## config.mk

```make
export PLATFORM = sky130hd
export DESIGN_NAME = sp_to_hp_narrow
export DESIGN_NICKNAME = d
export VERILOG_FILES = /design/src/rtl/spn_pkg.sv /design/src/rtl/spn_classify.sv /design/src/rtl/spn_round_pack.sv /design/src/rtl/spn_special.sv /design/src/rtl/sp_to_hp_narrow.sv
export SDC_FILE = /design/constraint.sdc
export NUM_CORES = 1
export LEC_CHECK = 0
export ABC_CLOCK_PERIOD_IN_PS = 800
export BUFFER_PORTS_ARGS = -buffer_cell sky130_fd_sc_hd__buf_2
export CORE_MARGIN = 2
export CORE_UTILIZATION = 25
export DETAILED_ROUTE_END_ITERATION = 16
export GPL_TIMING_DRIVEN = 1
export SLEW_MARGIN = 20
export SYNTH_ARGS = -nofsm -noshare
export SYNTH_HDL_FRONTEND = slang
export SYNTH_SLANG_ARGS = --single-unit
```

## constraint.sdc

```tcl
create_clock -name clk -period 0.8 [get_ports clk]
set_clock_uncertainty 0.2 [all_clocks]
set_input_delay 0.04 -clock clk [delete_from_list [all_inputs] [get_ports clk]]
set_output_delay 0.04 -clock clk [all_outputs]
set_load 0.02 [all_outputs]
```

## src/rtl/spn_pkg.sv

```systemverilog
package spn_pkg;
  localparam int SP_W   = 32;
  localparam int SP_EW  = 8;
  localparam int SP_FW  = 23;
  localparam int HP_W   = 16;
  localparam int HP_EW  = 5;
  localparam int HP_FW  = 10;
  localparam int SP_BIAS = 127;
  localparam int HP_BIAS = 15;
  localparam int SIG_W  = SP_FW + 1;
  localparam int FLG_W  = 4;
  localparam int FLG_NV = 3;
  localparam int FLG_OF = 2;
  localparam int FLG_UF = 1;
  localparam int FLG_NX = 0;

  typedef enum logic [2:0] {
    CL_ZERO, CL_FINITE, CL_INF, CL_QNAN, CL_SNAN
  } op_class_t;

  // rounding codes: 0 even, 1 zero, 2 down, 3 up, 4 away; rest as 0
  function automatic logic rnd_incr(input logic sgn, input logic [2:0] rm,
                                    input logic lsb, input logic rb,
                                    input logic sb);
    case (rm)
      3'd1:    return 1'b0;
      3'd2:    return sgn & (rb | sb);
      3'd3:    return ~sgn & (rb | sb);
      3'd4:    return rb;
      default: return rb & (sb | lsb);
    endcase
  endfunction

  // whether an overflowing value goes to infinity (else to max finite)
  function automatic logic ovf_to_inf(input logic sgn, input logic [2:0] rm);
    case (rm)
      3'd1:    return 1'b0;
      3'd2:    return sgn;
      3'd3:    return ~sgn;
      default: return 1'b1;
    endcase
  endfunction
endpackage

```

## src/rtl/spn_classify.sv

```systemverilog
module spn_classify
  import spn_pkg::*;
(
  input  logic [SP_W-1:0]  op,
  input  logic             flush_in_dn,
  output logic             sgn,
  output op_class_t        cls,
  output logic [SP_EW-1:0] exp_eff,
  output logic [SIG_W-1:0] sig
);
  logic [SP_EW-1:0] ef;
  logic [SP_FW-1:0] ff;
  logic             e_ones, e_zero, f_zero;

  assign sgn    = op[SP_W-1];
  assign ef     = op[SP_W-2 -: SP_EW];
  assign ff     = op[SP_FW-1:0];
  assign e_ones = &ef;
  assign e_zero = ~|ef;
  assign f_zero = ~|ff;

  always_comb begin
    exp_eff = e_zero ? SP_EW'(1) : ef;
    sig     = {~e_zero, ff};
    if (e_ones) begin
      if (f_zero)              cls = CL_INF;
      else if (ff[SP_FW-1])    cls = CL_QNAN;
      else                     cls = CL_SNAN;
    end else if (e_zero && (f_zero || flush_in_dn)) begin
      cls = CL_ZERO;
    end else begin
      cls = CL_FINITE;
    end
  end
endmodule

```

## src/rtl/spn_round_pack.sv

```systemverilog
module spn_round_pack
  import spn_pkg::*;
(
  input  logic             sgn,
  input  logic [SP_EW-1:0] exp_eff,
  input  logic [SIG_W-1:0] sig,
  input  logic [2:0]       rnd_mode,
  input  logic             alt_fmt,
  input  logic             tiny_before,
  output logic [HP_W-2:0]  mag_out,
  output logic [FLG_W-1:0] flags_out,
  output logic             rnd_carry,
  output logic             ovf_hit,
  output logic             tiny_hit
);
  localparam int XW       = SP_EW + 2;
  localparam int MW       = SP_EW + HP_FW;
  localparam int NORM_SH  = SIG_W - 1 - HP_FW;
  localparam int MAX_SH   = SIG_W + 1;
  localparam int SH_W     = $clog2(MAX_SH + 1);
  localparam int REBIAS   = SP_BIAS - HP_BIAS;
  localparam logic [MW-1:0] LIM_STD  = MW'(((1 << HP_EW) - 1) << HP_FW);
  localparam logic [MW-1:0] LIM_ALT  = MW'(1 << (HP_W - 1));
  localparam logic [MW-1:0] MIN_NORM = MW'(1 << HP_FW);

  logic signed [XW-1:0] hexp, sh_full;
  logic                 is_sub;
  logic [SH_W-1:0]      sh;
  logic [SIG_W-1:0]     kept, half_mask;
  logic                 rb, st, nx;
  logic [SP_EW-1:0]     exp_field;
  logic [MW-1:0]        mag, limit;

  assign hexp    = $signed({2'b00, exp_eff}) - $signed(XW'(REBIAS));
  assign is_sub  = hexp[XW-1] || (hexp == '0);
  assign sh_full = $signed(XW'(NORM_SH + 1)) - hexp;

  always_comb begin
    if (!is_sub)                              sh = SH_W'(NORM_SH);
    else if (sh_full > $signed(XW'(MAX_SH)))  sh = SH_W'(MAX_SH);
    else                                      sh = sh_full[SH_W-1:0];
  end

  assign kept      = sig >> sh;
  assign half_mask = SIG_W'(1) << (sh - SH_W'(1));
  assign rb        = |(sig & half_mask);
  assign st        = |(sig & (half_mask - SIG_W'(1)));
  assign nx        = rb | st;
  assign rnd_carry = rnd_incr(sgn, rnd_mode, kept[0], rb, st);
  assign exp_field = is_sub ? '0 : hexp[SP_EW-1:0];
  assign mag       = {exp_field, {HP_FW{1'b0}}} + MW'(kept[HP_FW-1:0])
                   + MW'(rnd_carry);
  assign limit     = alt_fmt ? LIM_ALT : LIM_STD;
  assign ovf_hit   = (mag >= limit);
  assign tiny_hit  = is_sub && (tiny_before || (mag < MIN_NORM));

  always_comb begin
    flags_out = '0;
    if (ovf_hit && alt_fmt) begin
      mag_out           = '1;
      flags_out[FLG_NV] = 1'b1;
    end else if (ovf_hit) begin
      mag_out = ovf_to_inf(sgn, rnd_mode) ? LIM_STD[HP_W-2:0]
                                          : LIM_STD[HP_W-2:0] - 1'b1;
      flags_out[FLG_OF] = 1'b1;
      flags_out[FLG_NX] = 1'b1;
    end else begin
      mag_out           = mag[HP_W-2:0];
      flags_out[FLG_NX] = nx;
      flags_out[FLG_UF] = nx && tiny_hit;
    end
  end
endmodule

```

## src/rtl/spn_special.sv

```systemverilog
module spn_special
  import spn_pkg::*;
(
  input  logic             sgn,
  input  op_class_t        cls,
  input  logic [HP_FW-2:0] nan_payload,
  input  logic             alt_fmt,
  input  logic             dnan_en,
  output logic [HP_W-1:0]  sp_bits,
  output logic [FLG_W-1:0] sp_flags
);
  localparam logic [HP_W-2:0] INF_MAG  = {{HP_EW{1'b1}}, {HP_FW{1'b0}}};
  localparam logic [HP_W-1:0] DEF_NAN  = {1'b0, {HP_EW{1'b1}}, 1'b1,
                                          {(HP_FW-1){1'b0}}};

  always_comb begin
    sp_bits  = {sgn, {(HP_W-1){1'b0}}};
    sp_flags = '0;
    case (cls)
      CL_INF: begin
        if (alt_fmt) begin
          sp_bits          = {sgn, {(HP_W-1){1'b1}}};
          sp_flags[FLG_NV] = 1'b1;
        end else begin
          sp_bits = {sgn, INF_MAG};
        end
      end
      CL_QNAN, CL_SNAN: begin
        sp_flags[FLG_NV] = alt_fmt || (cls == CL_SNAN);
        if (alt_fmt)      sp_bits = {sgn, {(HP_W-1){1'b0}}};
        else if (dnan_en) sp_bits = DEF_NAN;
        else              sp_bits = {sgn, {HP_EW{1'b1}}, 1'b1, nan_payload};
      end
      default: ;
    endcase
  end
endmodule

```

## src/rtl/sp_to_hp_narrow.sv

```systemverilog
module sp_to_hp_narrow
  import spn_pkg::*;
(
  input  logic              clk,
  input  logic              rst_n,
  input  logic [SP_W-1:0]   src_bits,
  input  logic              alt_fmt,
  input  logic [2:0]        rnd_mode,
  input  logic              tiny_before,
  input  logic              dnan_en,
  input  logic              flush_in_dn,
  output logic [HP_W-1:0]   dst_bits,
  output logic [FLG_W-1:0]  dst_flags
);
  logic             sgn;
  op_class_t        cls;
  logic [SP_EW-1:0] exp_eff;
  logic [SIG_W-1:0] sig;
  logic [HP_W-2:0]  rp_mag;
  logic [FLG_W-1:0] rp_flags, sp_flags, nx_flags;
  logic [HP_W-1:0]  sp_bits, nx_bits;
  logic             rnd_carry, ovf_hit, tiny_hit;
  logic             is_fin, is_nan;

  spn_classify u_cls (
    .op(src_bits), .flush_in_dn(flush_in_dn),
    .sgn(sgn), .cls(cls), .exp_eff(exp_eff), .sig(sig)
  );

  spn_round_pack u_rnd (
    .sgn(sgn), .exp_eff(exp_eff), .sig(sig), .rnd_mode(rnd_mode),
    .alt_fmt(alt_fmt), .tiny_before(tiny_before),
    .mag_out(rp_mag), .flags_out(rp_flags),
    .rnd_carry(rnd_carry), .ovf_hit(ovf_hit), .tiny_hit(tiny_hit)
  );

  spn_special u_spc (
    .sgn(sgn), .cls(cls), .nan_payload(src_bits[SP_FW-2 -: HP_FW-1]),
    .alt_fmt(alt_fmt), .dnan_en(dnan_en),
    .sp_bits(sp_bits), .sp_flags(sp_flags)
  );

  assign is_fin   = (cls == CL_FINITE);
  assign is_nan   = (cls == CL_QNAN) || (cls == CL_SNAN);
  assign nx_bits  = is_fin ? {sgn, rp_mag} : sp_bits;
  assign nx_flags = is_fin ? rp_flags : sp_flags;

  always_ff @(posedge clk or negedge rst_n) begin
    if (!rst_n) begin
      dst_bits  <= '0;
      dst_flags <= '0;
    end else begin
      dst_bits  <= nx_bits;
      dst_flags <= nx_flags;
    end
  end
endmodule

```

Yosys cells after proc, flatten, opt, wreduce, memory -nomap -nowiden
Index checks and enable logic that the tools add are counted.
{"block": "op_classes", "n_addsub": 6, "magnitude_cmp": 3, "n_eq_ne": 8, "n_shift": 2, "muxes": 29, "n_bitwise": 8, "n_reduce_logical": 17}
{"cell": "16-bit 2-to-1 mux", "n": 4}
{"cell": "24-bit bitwise AND", "n": 2}
{"cell": "24-bit OR reduction", "n": 2}
{"cell": "16-bit one-hot mux with 2 select lines", "n": 1}
{"cell": "15-bit 2-to-1 mux", "n": 2}
{"cell": "1-bit by 5-bit << shifter with 24-bit output (first input constant)", "n": 1}
{"cell": "24-bit by 5-bit >> shifter with 10-bit output", "n": 1}
{"cell": "24-bit by 1-bit subtractor with 24-bit output (second input constant)", "n": 1}
{"cell": "23-bit OR reduction", "n": 1}
{"cell": "18-bit by 1-bit adder with 18-bit output", "n": 1}
{"cell": "18-bit by 10-bit adder with 18-bit output", "n": 1}
{"cell": "18-bit greater-or-equal comparator", "n": 1}
{"cell": "18-bit by 11-bit less-than comparator with 1-bit output (second input constant)", "n": 1}
{"cell": "8-bit 2-to-1 mux", "n": 2}
{"cell": "3-bit by 2-bit equality test with 1-bit output (second input constant)", "n": 4}
{"cell": "3-bit 2-to-1 mux", "n": 4}
{"cell": "11-bit 2-to-1 mux", "n": 1}
{"cell": "10-bit by 6-bit > comparator with 1-bit output (second input constant)", "n": 1}
{"cell": "10-bit logical NOT", "n": 1}
{"cell": "10-bit 2-to-1 mux", "n": 1}
{"cell": "5-bit 2-to-1 mux", "n": 2}
{"cell": "5-bit by 10-bit subtractor with 10-bit output (first input constant)", "n": 1}
{"cell": "8-bit by 7-bit subtractor with 9-bit output (second input constant)", "n": 1}
{"cell": "1-bit 2-to-1 mux", "n": 8}
{"cell": "other kinds (16)", "n": 28}
{"block": "word_totals", "regBits": 20}

Depth between registers and ports, before layout
{"block": "depth", "depth_word": 23, "mapped_depth": 46, "mapped_depth_nobuf": 40}

By module
Synthesis repeated with hierarchy kept, for this count alone.
{"block": "hier_totals", "hier_cells": 730, "area_unflattened_um2": 5256.3}
{"mod": "spn_round_pack", "instances": 1, "cells_each": 600, "area_per_inst_um2": 3875.0, "seq_area_each_um2": 0.0}
{"mod": "sp_to_hp_narrow", "instances": 1, "cells_each": 43, "area_per_inst_um2": 767.0, "seq_area_each_um2": 500.5}
{"mod": "spn_classify", "instances": 1, "cells_each": 54, "area_per_inst_um2": 371.6, "seq_area_each_um2": 0.0}
{"mod": "spn_special", "instances": 1, "cells_each": 33, "area_per_inst_um2": 242.7, "seq_area_each_um2": 0.0}

Least setup slack after synthesis
Ideal clock, no wire load.
{"block": "synth_path", "kind": "input-to-reg", "start": "input port src_bits[27]", "end": "register dst_bits[3]", "setup_time_ns": 0.130, "arrival_ns": 8.648, "slack_ns": -8.178, "path_stages": 44, "path_buffers": 6, "cell_sequence": "buf_2 inv_1 ha_1 or4b_4 o21ai_0 buf_2 inv_1 clkbuf_1 ha_1 nor3b_1 o2111a_1 o21ai_0 clkbuf_1 a21oi_1 a21oi_1 or4_1 ha_1 nand4b_1 [... 8 more ...] o21ai_0 a211o_1 o2bb2ai_2 nor3_4 nand3_1 nor3_1 xnor2_1 ha_1 nand4_1 nor3_1 or4b_1 a211oi_1 a221oi_1 a21o_1 buf_2 clkbuf_1 a32oi_1 o21ai_0"}
{"block": "synth_via", "elab_chain_len": 20, "word_cells_on_any_way": 42, "classes_between": "6 x add/sub; 2 x order compare; 4 x eq/ne; 2 x shift; 11 x mux; 7 x bitwise; 10 x reduce/logical"}
{"element": "from (decl)", "line": "sp_to_hp_narrow.sv:6", "source": "input logic [SP_W-1:0] src_bits,"}
{"element": "8-bit OR reduction", "line": "spn_classify.sv:19", "source": "assign e_zero = ~|ef;"}
{"element": "8-bit 2-to-1 mux", "line": "spn_classify.sv:23", "source": "exp_eff = e_zero ? SP_EW'(1) : ef;"}
{"element": "8-bit by 7-bit subtractor with 9-bit output", "line": "spn_round_pack.sv:34", "source": "assign hexp = $signed({2'b00, exp_eff}) - $signed(XW'(REBIAS));"}
{"element": "5-bit by 10-bit subtractor with 10-bit output", "line": "spn_round_pack.sv:36", "source": "assign sh_full = $signed(XW'(NORM_SH + 1)) - hexp;"}
{"element": "10-bit by 6-bit > comparator with 1-bit output", "line": "spn_round_pack.sv:40", "source": "else if (sh_full > $signed(XW'(MAX_SH))) sh = SH_W'(MAX_SH);"}
{"element": "5-bit 2-to-1 mux", "line": "spn_round_pack.sv:40"}
{"element": "5-bit 2-to-1 mux", "line": "spn_round_pack.sv:39", "source": "if (!is_sub) sh = SH_W'(NORM_SH);"}
{"element": "5-bit by 1-bit subtractor with 5-bit output", "line": "spn_round_pack.sv:45", "source": "assign half_mask = SIG_W'(1) << (sh - SH_W'(1));"}
{"element": "[... 5 more ...]"}
{"element": "1-bit bitwise AND (on tied branches)", "line": "spn_pkg.sv:30, spn_pkg.sv:27, spn_pkg.sv:28"}
{"element": "1-bit one-hot mux with 4 select lines", "line": "spn_pkg.sv:25", "source": "case (rm)"}
{"element": "18-bit by 1-bit adder with 18-bit output", "line": "spn_round_pack.sv:52", "source": "+ MW'(rnd_carry);"}
{"element": "18-bit greater-or-equal comparator", "line": "spn_round_pack.sv:54", "source": "assign ovf_hit = (mag >= limit);"}
{"element": "15-bit 2-to-1 mux / 1-bit logical AND (equally long branches)", "line": "spn_round_pack.sv:62, spn_round_pack.sv:59"}
{"element": "15-bit 2-to-1 mux", "line": "spn_round_pack.sv:59", "source": "if (ovf_hit && alt_fmt) begin"}
{"element": "16-bit 2-to-1 mux *", "line": "sp_to_hp_narrow.sv:45", "source": "assign nx_bits = is_fin ? {sgn, rp_mag} : sp_bits;"}
{"element": "named net nx_bits[3]", "line": "sp_to_hp_narrow.sv:21", "source": "logic [HP_W-1:0] sp_bits, nx_bits;"}
{"element": "to (signal assigned)", "line": "sp_to_hp_narrow.sv:53", "source": "dst_bits <= nx_bits;"}
{"element": "to (decl)", "line": "sp_to_hp_narrow.sv:12", "source": "output logic [HP_W-1:0] dst_bits,"}
The timed path passes the listed nets; every way through them passes the cells marked *.

Worst setup path in the final report
{"block": "layout_path", "start": "input port src_bits[27]", "end": "register dst_bits[6]"}
Same word-level chain as after synthesis.

==> impl_table.tex <==
\begin{tabular}{lr}
\hline
Metric & Value \\
\hline
\multicolumn{2}{l}{\textbf{Global route}} \\
\quad Maximum number of pins on one net before global-route repair & 21 \\
\quad Vias in the first global route & 6605 \\
\quad Total global routing overflow & 0 \\
\quad Global routing usage summed across all routing layers & roughly 24\% \\
\quad Antenna violations before repair & 0 \\
\quad Wire length of the first global-routing pass & between 30000 and 40000 um \\
\multicolumn{2}{l}{\textbf{Floorplan}} \\
\quad Starting density of the core & 25.4\% \\
\quad DIE WIDTH & 139 um \\
\quad Die outline area & $\sim$0.019 mm2 \\
\quad Height of the die & 139 um \\
\quad Top-Level Pins & 61 \\
\quad Std cell rows & 49 \\
\quad Area inside the core boundary & 0.0180 mm2 \\
\multicolumn{2}{l}{\textbf{Place}} \\
\quad RD Place Congestion & 1.00 \\
\quad HPWL reported at the end of detailed placement & between 15000 and 20000 um \\
\quad Area after DPL & 0.00727 mm2 \\
\quad Port bufs & 60 \\
\quad Count of placed standard cells including taps & around 1200 \\
\multicolumn{2}{l}{\textbf{STA}} \\
\quad Setup-violating endpoint count in the final report & 40 \\
\quad Shortest period the worst path allows & 7.49 ns \\
\quad Worst slew margin relative to its limit & 58.4\% \\
\quad Hold violation total from the final report & 22 \\
\quad Worst-Margin Slew & 0.622 ns \\
\quad Setup repair after global routing missed its margin & yes \\
\quad Tcrit/Tclk final & 936\% \\
\quad Final hold slack & -0.476 ns \\
\quad Upper clock frequency limit & roughly 130 MHz \\
\quad Final setup slack of the worst path & -6.69 ns \\
\quad Slew Viols, Final & 0 \\
\multicolumn{2}{l}{\textbf{Synth}} \\
\quad Most used standard cells in the synthesized netlist & nand2\_1, nor2\_1, o21ai\_0 \\
\quad Most area-hungry cell type in the Yosys netlist & dfrtp\_1 \\
\quad Mean cell area of the mapped netlist & roughly 7.0 um2 \\
\quad Count of flip-flops with a built-in enable after synthesis & 0 \\
\quad Most frequently used flop master after synthesis & dfrtp\_1 \\
\quad Net count after synthesis & 710 \\
\quad Combined area of all synthesized cells & 0.00457 mm2 \\
\quad Share of Yosys cell area claimed by the top area cell type & 11.0\% \\
\quad Proportion of synthesized flip-flops having asynchronous set or reset & 100\% \\
\quad Seq cells post-synth & 20 \\
\quad Most frequent cell after synthesis & nand2\_1 \\
\quad Number of instances in the synthesized netlist & around 650 \\
\quad Yosys warning total & 0 \\
\quad Count of different cell masters after synthesis & 89 \\
\quad Cell types occupying the most area after synthesis & dfrtp\_1, nand2\_1, nor2\_1 \\
\quad Portion of the post-synthesis area used by sequential elements & 11.0\% \\
\multicolumn{2}{l}{\textbf{Worst setup path}} \\
\quad Data required time of the critical path & around 0.73 ns \\
\quad CP Data Arrival Time & 7.42 ns \\
\quad Critical path class & in -> reg \\
\quad Max Fanout on Critical Path & 6 \\
\quad Type of element capturing the critical path & flop \\
\quad Stage delay of the slowest cell on the critical path & around 0.52 ns \\
\quad CP dominant cell by count & buf\_6 \\
\quad Critical Path Start Type & input port \\
\quad Cell with the largest stage delay on the worst path & or4\_4 \\
\multicolumn{2}{l}{\textbf{Power and ir drop}} \\
\quad Post-layout power & 8.68 mW \\
\quad Leak Pwr & 3.49 nW \\
\quad Total power density per cell area & between 1000 and 1500 mW/mm2 \\
\quad Maximum vdd ir drop & 1.41 mV \\
\multicolumn{2}{l}{\textbf{Layout}} \\
\quad Diodes inserted & 0 \\
\quad Number of filler cells placed in the layout & 1799 \\
\quad Final cell count without fillers & 1190 \\
\quad Fraction of final layout cells with drive strength greater than 1 & a little under half \\
\quad FF+latch area & 500 um2 \\
\quad Area of all placed cells without fillers & 0.00795 mm2 \\
\quad Final standard cell utilization of the core & between 40\% and 50\% \\
\quad Area delta synth->final & 74.0\% \\
\quad Fin nets & 1019 \\
\quad Area of the multi-input gates & 0.00426 mm2 \\
\multicolumn{2}{l}{\textbf{Clock tree}} \\
\quad Clock tree buffer depth & 2 \\
\quad Clock tree from TritonCTS & built \\
\quad Root buffer cell & clkbuf\_16 \\
\quad CTS sink cnt & 20 \\
\quad Inserted Clock Buffers & 3 \\
\quad H-tree depth & 1 \\
\quad Clock slew seen by the registers of the worst setup and hold paths & 0.06 ns \\
\multicolumn{2}{l}{\textbf{Detailed routing}} \\
\quad Number of vias after detailed routing & 6752 \\
\quad Number of nets still failing antenna checks after routing & 0 \\
\quad Routed via count divided by cell count & 5.67 \\
\quad Length of routed met2 wiring & 11400 um \\
\quad Highest routed layer & met4 \\
\quad Sum of routed wire length over all layers & $\sim$24000 um \\
\quad Routed length on met3 & just over 2000 um \\
\quad Met1 layer wirelength in the final routing & 9820 um \\
\quad Drt first pass iters & 5 \\
\quad 1st-iter DRT viols & just under 700 \\
\quad Average wire per cell in the routed design & 20.3 um \\
\quad DRC violations left & 0 \\
\multicolumn{2}{l}{\textbf{Flow run}} \\
\quad Max-cap viol count & 0 \\
\multicolumn{2}{l}{\textbf{Status}} \\
\quad Violations in the final reports & hold timing, setup timing \\
\quad Status & finished, violations left \\
\multicolumn{2}{l}{\textbf{Min path}} \\
\quad Kind of path behind the tightest hold check & in -> async \\
\hline
\end{tabular}
[through the flow]
step	hold WS, ns	setup slack [ns]	setup TNS, ns
floorplan	-0.456	-6.83	-128.56
global placement	-0.203	-7.03	-133.25
detailed placement	-0.198	-7.12	-135.05
CTS	-0.464	-6.67	-130.40
global route	-0.437	-7.02	-137.34
finish	-0.476	-6.69	-130.58
[metal layers]
layer / vias to the layer above / track usage (%)
li1: 3126 / -
met1: 3212 / 31.7
met2: 345 / 41.0
met3: 69 / 2.24
met4: 0 / 9.09
met5: - / 0
[registers in the layout (all words and copies together) (netlist names)]
signal     flops
dst_flags      4
dst_bits      16
[worst max-delay path by stage]
stage | startpoint | end | slack [ns] | depth (start not counted)
after floorplan | src_bits[27] | dst_bits[5]$_DFF_PN0_ | -6.83 | 44
after global placement | src_bits[28] | dst_flags[1]$_DFF_PN0_ | -7.03 | 39
after detailed placement | src_bits[28] | dst_bits[6]$_DFF_PN0_ | -7.12 | 39
after CTS | src_bits[28] | dst_bits[3]$_DFF_PN0_ | -6.67 | 39
after global routing | src_bits[28] | dst_bits[7]$_DFF_PN0_ | -7.02 | 41
final | src_bits[27] | dst_bits[6]$_DFF_PN0_ | -6.69 | 40
[cell usage in the layout, fill, tap and decap left out, types with 6 or more instances in the layout]
| master | count |
|---|---|
| dfrtp_1 | 20 |
| mux2i_1 | 13 |
| nand3_1 | 19 |
| xnor2_1 | 21 |
| buf_2 | 37 |
| o21ai_1 | 18 |
| a21oi_1 | 14 |
| buf_6 | 35 |
| a22oi_1 | 8 |
| nand4_1 | 15 |
| a32oi_1 | 14 |
| o211ai_1 | 14 |
| xor2_1 | 13 |
| inv_1 | 18 |
| buf_4 | 279 |
| nor3_1 | 15 |
| a21oi_2 | 7 |
| o22ai_1 | 11 |
| ha_1 | 12 |
| nor2_1 | 56 |
| a31oi_1 | 6 |
| nor2b_1 | 10 |
| a211oi_1 | 6 |
| nand2_1 | 70 |
| o21a_1 | 7 |
| a21o_1 | 7 |
| nor3_2 | 6 |
| mux2_2 | 8 |
| o21ai_0 | 28 |
[worst max-delay path, delay by kind of cell]
kind / cells / cell delay [ns]
compound gates: 13 / 1.98
xor+xnor: 2 / 0.38
simple gates: 15 / 3.45
buf+inv: 6 / 0.70
fa+ha+maj: 4 / 0.87
[area by class of cell]
type | count | share of cell area [%]
multi-input combinational | 562 | 53.6
clock buffer | 3 | 0.945
inverter | 23 | 1.24
timing repair buffer | 352 | 33.9
clock inverter | 1 | 0.378
sequential | 20 | 6.30
tap | 229 | 3.61
[power by group]
| part | internal (mW) | switching (mW) |
|---|---|---|
| sequential | 1.20 | 0.0961 |
| combinational | 2.85 | 3.18 |
| clock | 0.991 | 0.354 |
[kinds of logic (layout without fill, tap and decap cells)]
group           after synthesis  in the layout  share of synthesized area, %
simple gates                251            251                          27.4
compound gates              234            236                          38.3
buf+inv                      73            379                          6.79
xor+xnor                     37             37                          7.10
mux                          22             22                          5.07
flops                        20             20                          11.0
fa+ha+maj                    16             16                          4.38
[what timing repair did]
action / 4_1_cts / 5_1_grt
endpoints found under the setup margin: 40 / 40
endpoints found under the hold margin: 22 / 22
resized for setup: 104 / 13
pin swaps: 19 / 11
setup buffers: 10 / 0
cloned: 3 / 0
No activity file was read; power rests on OpenSTA's default activity.
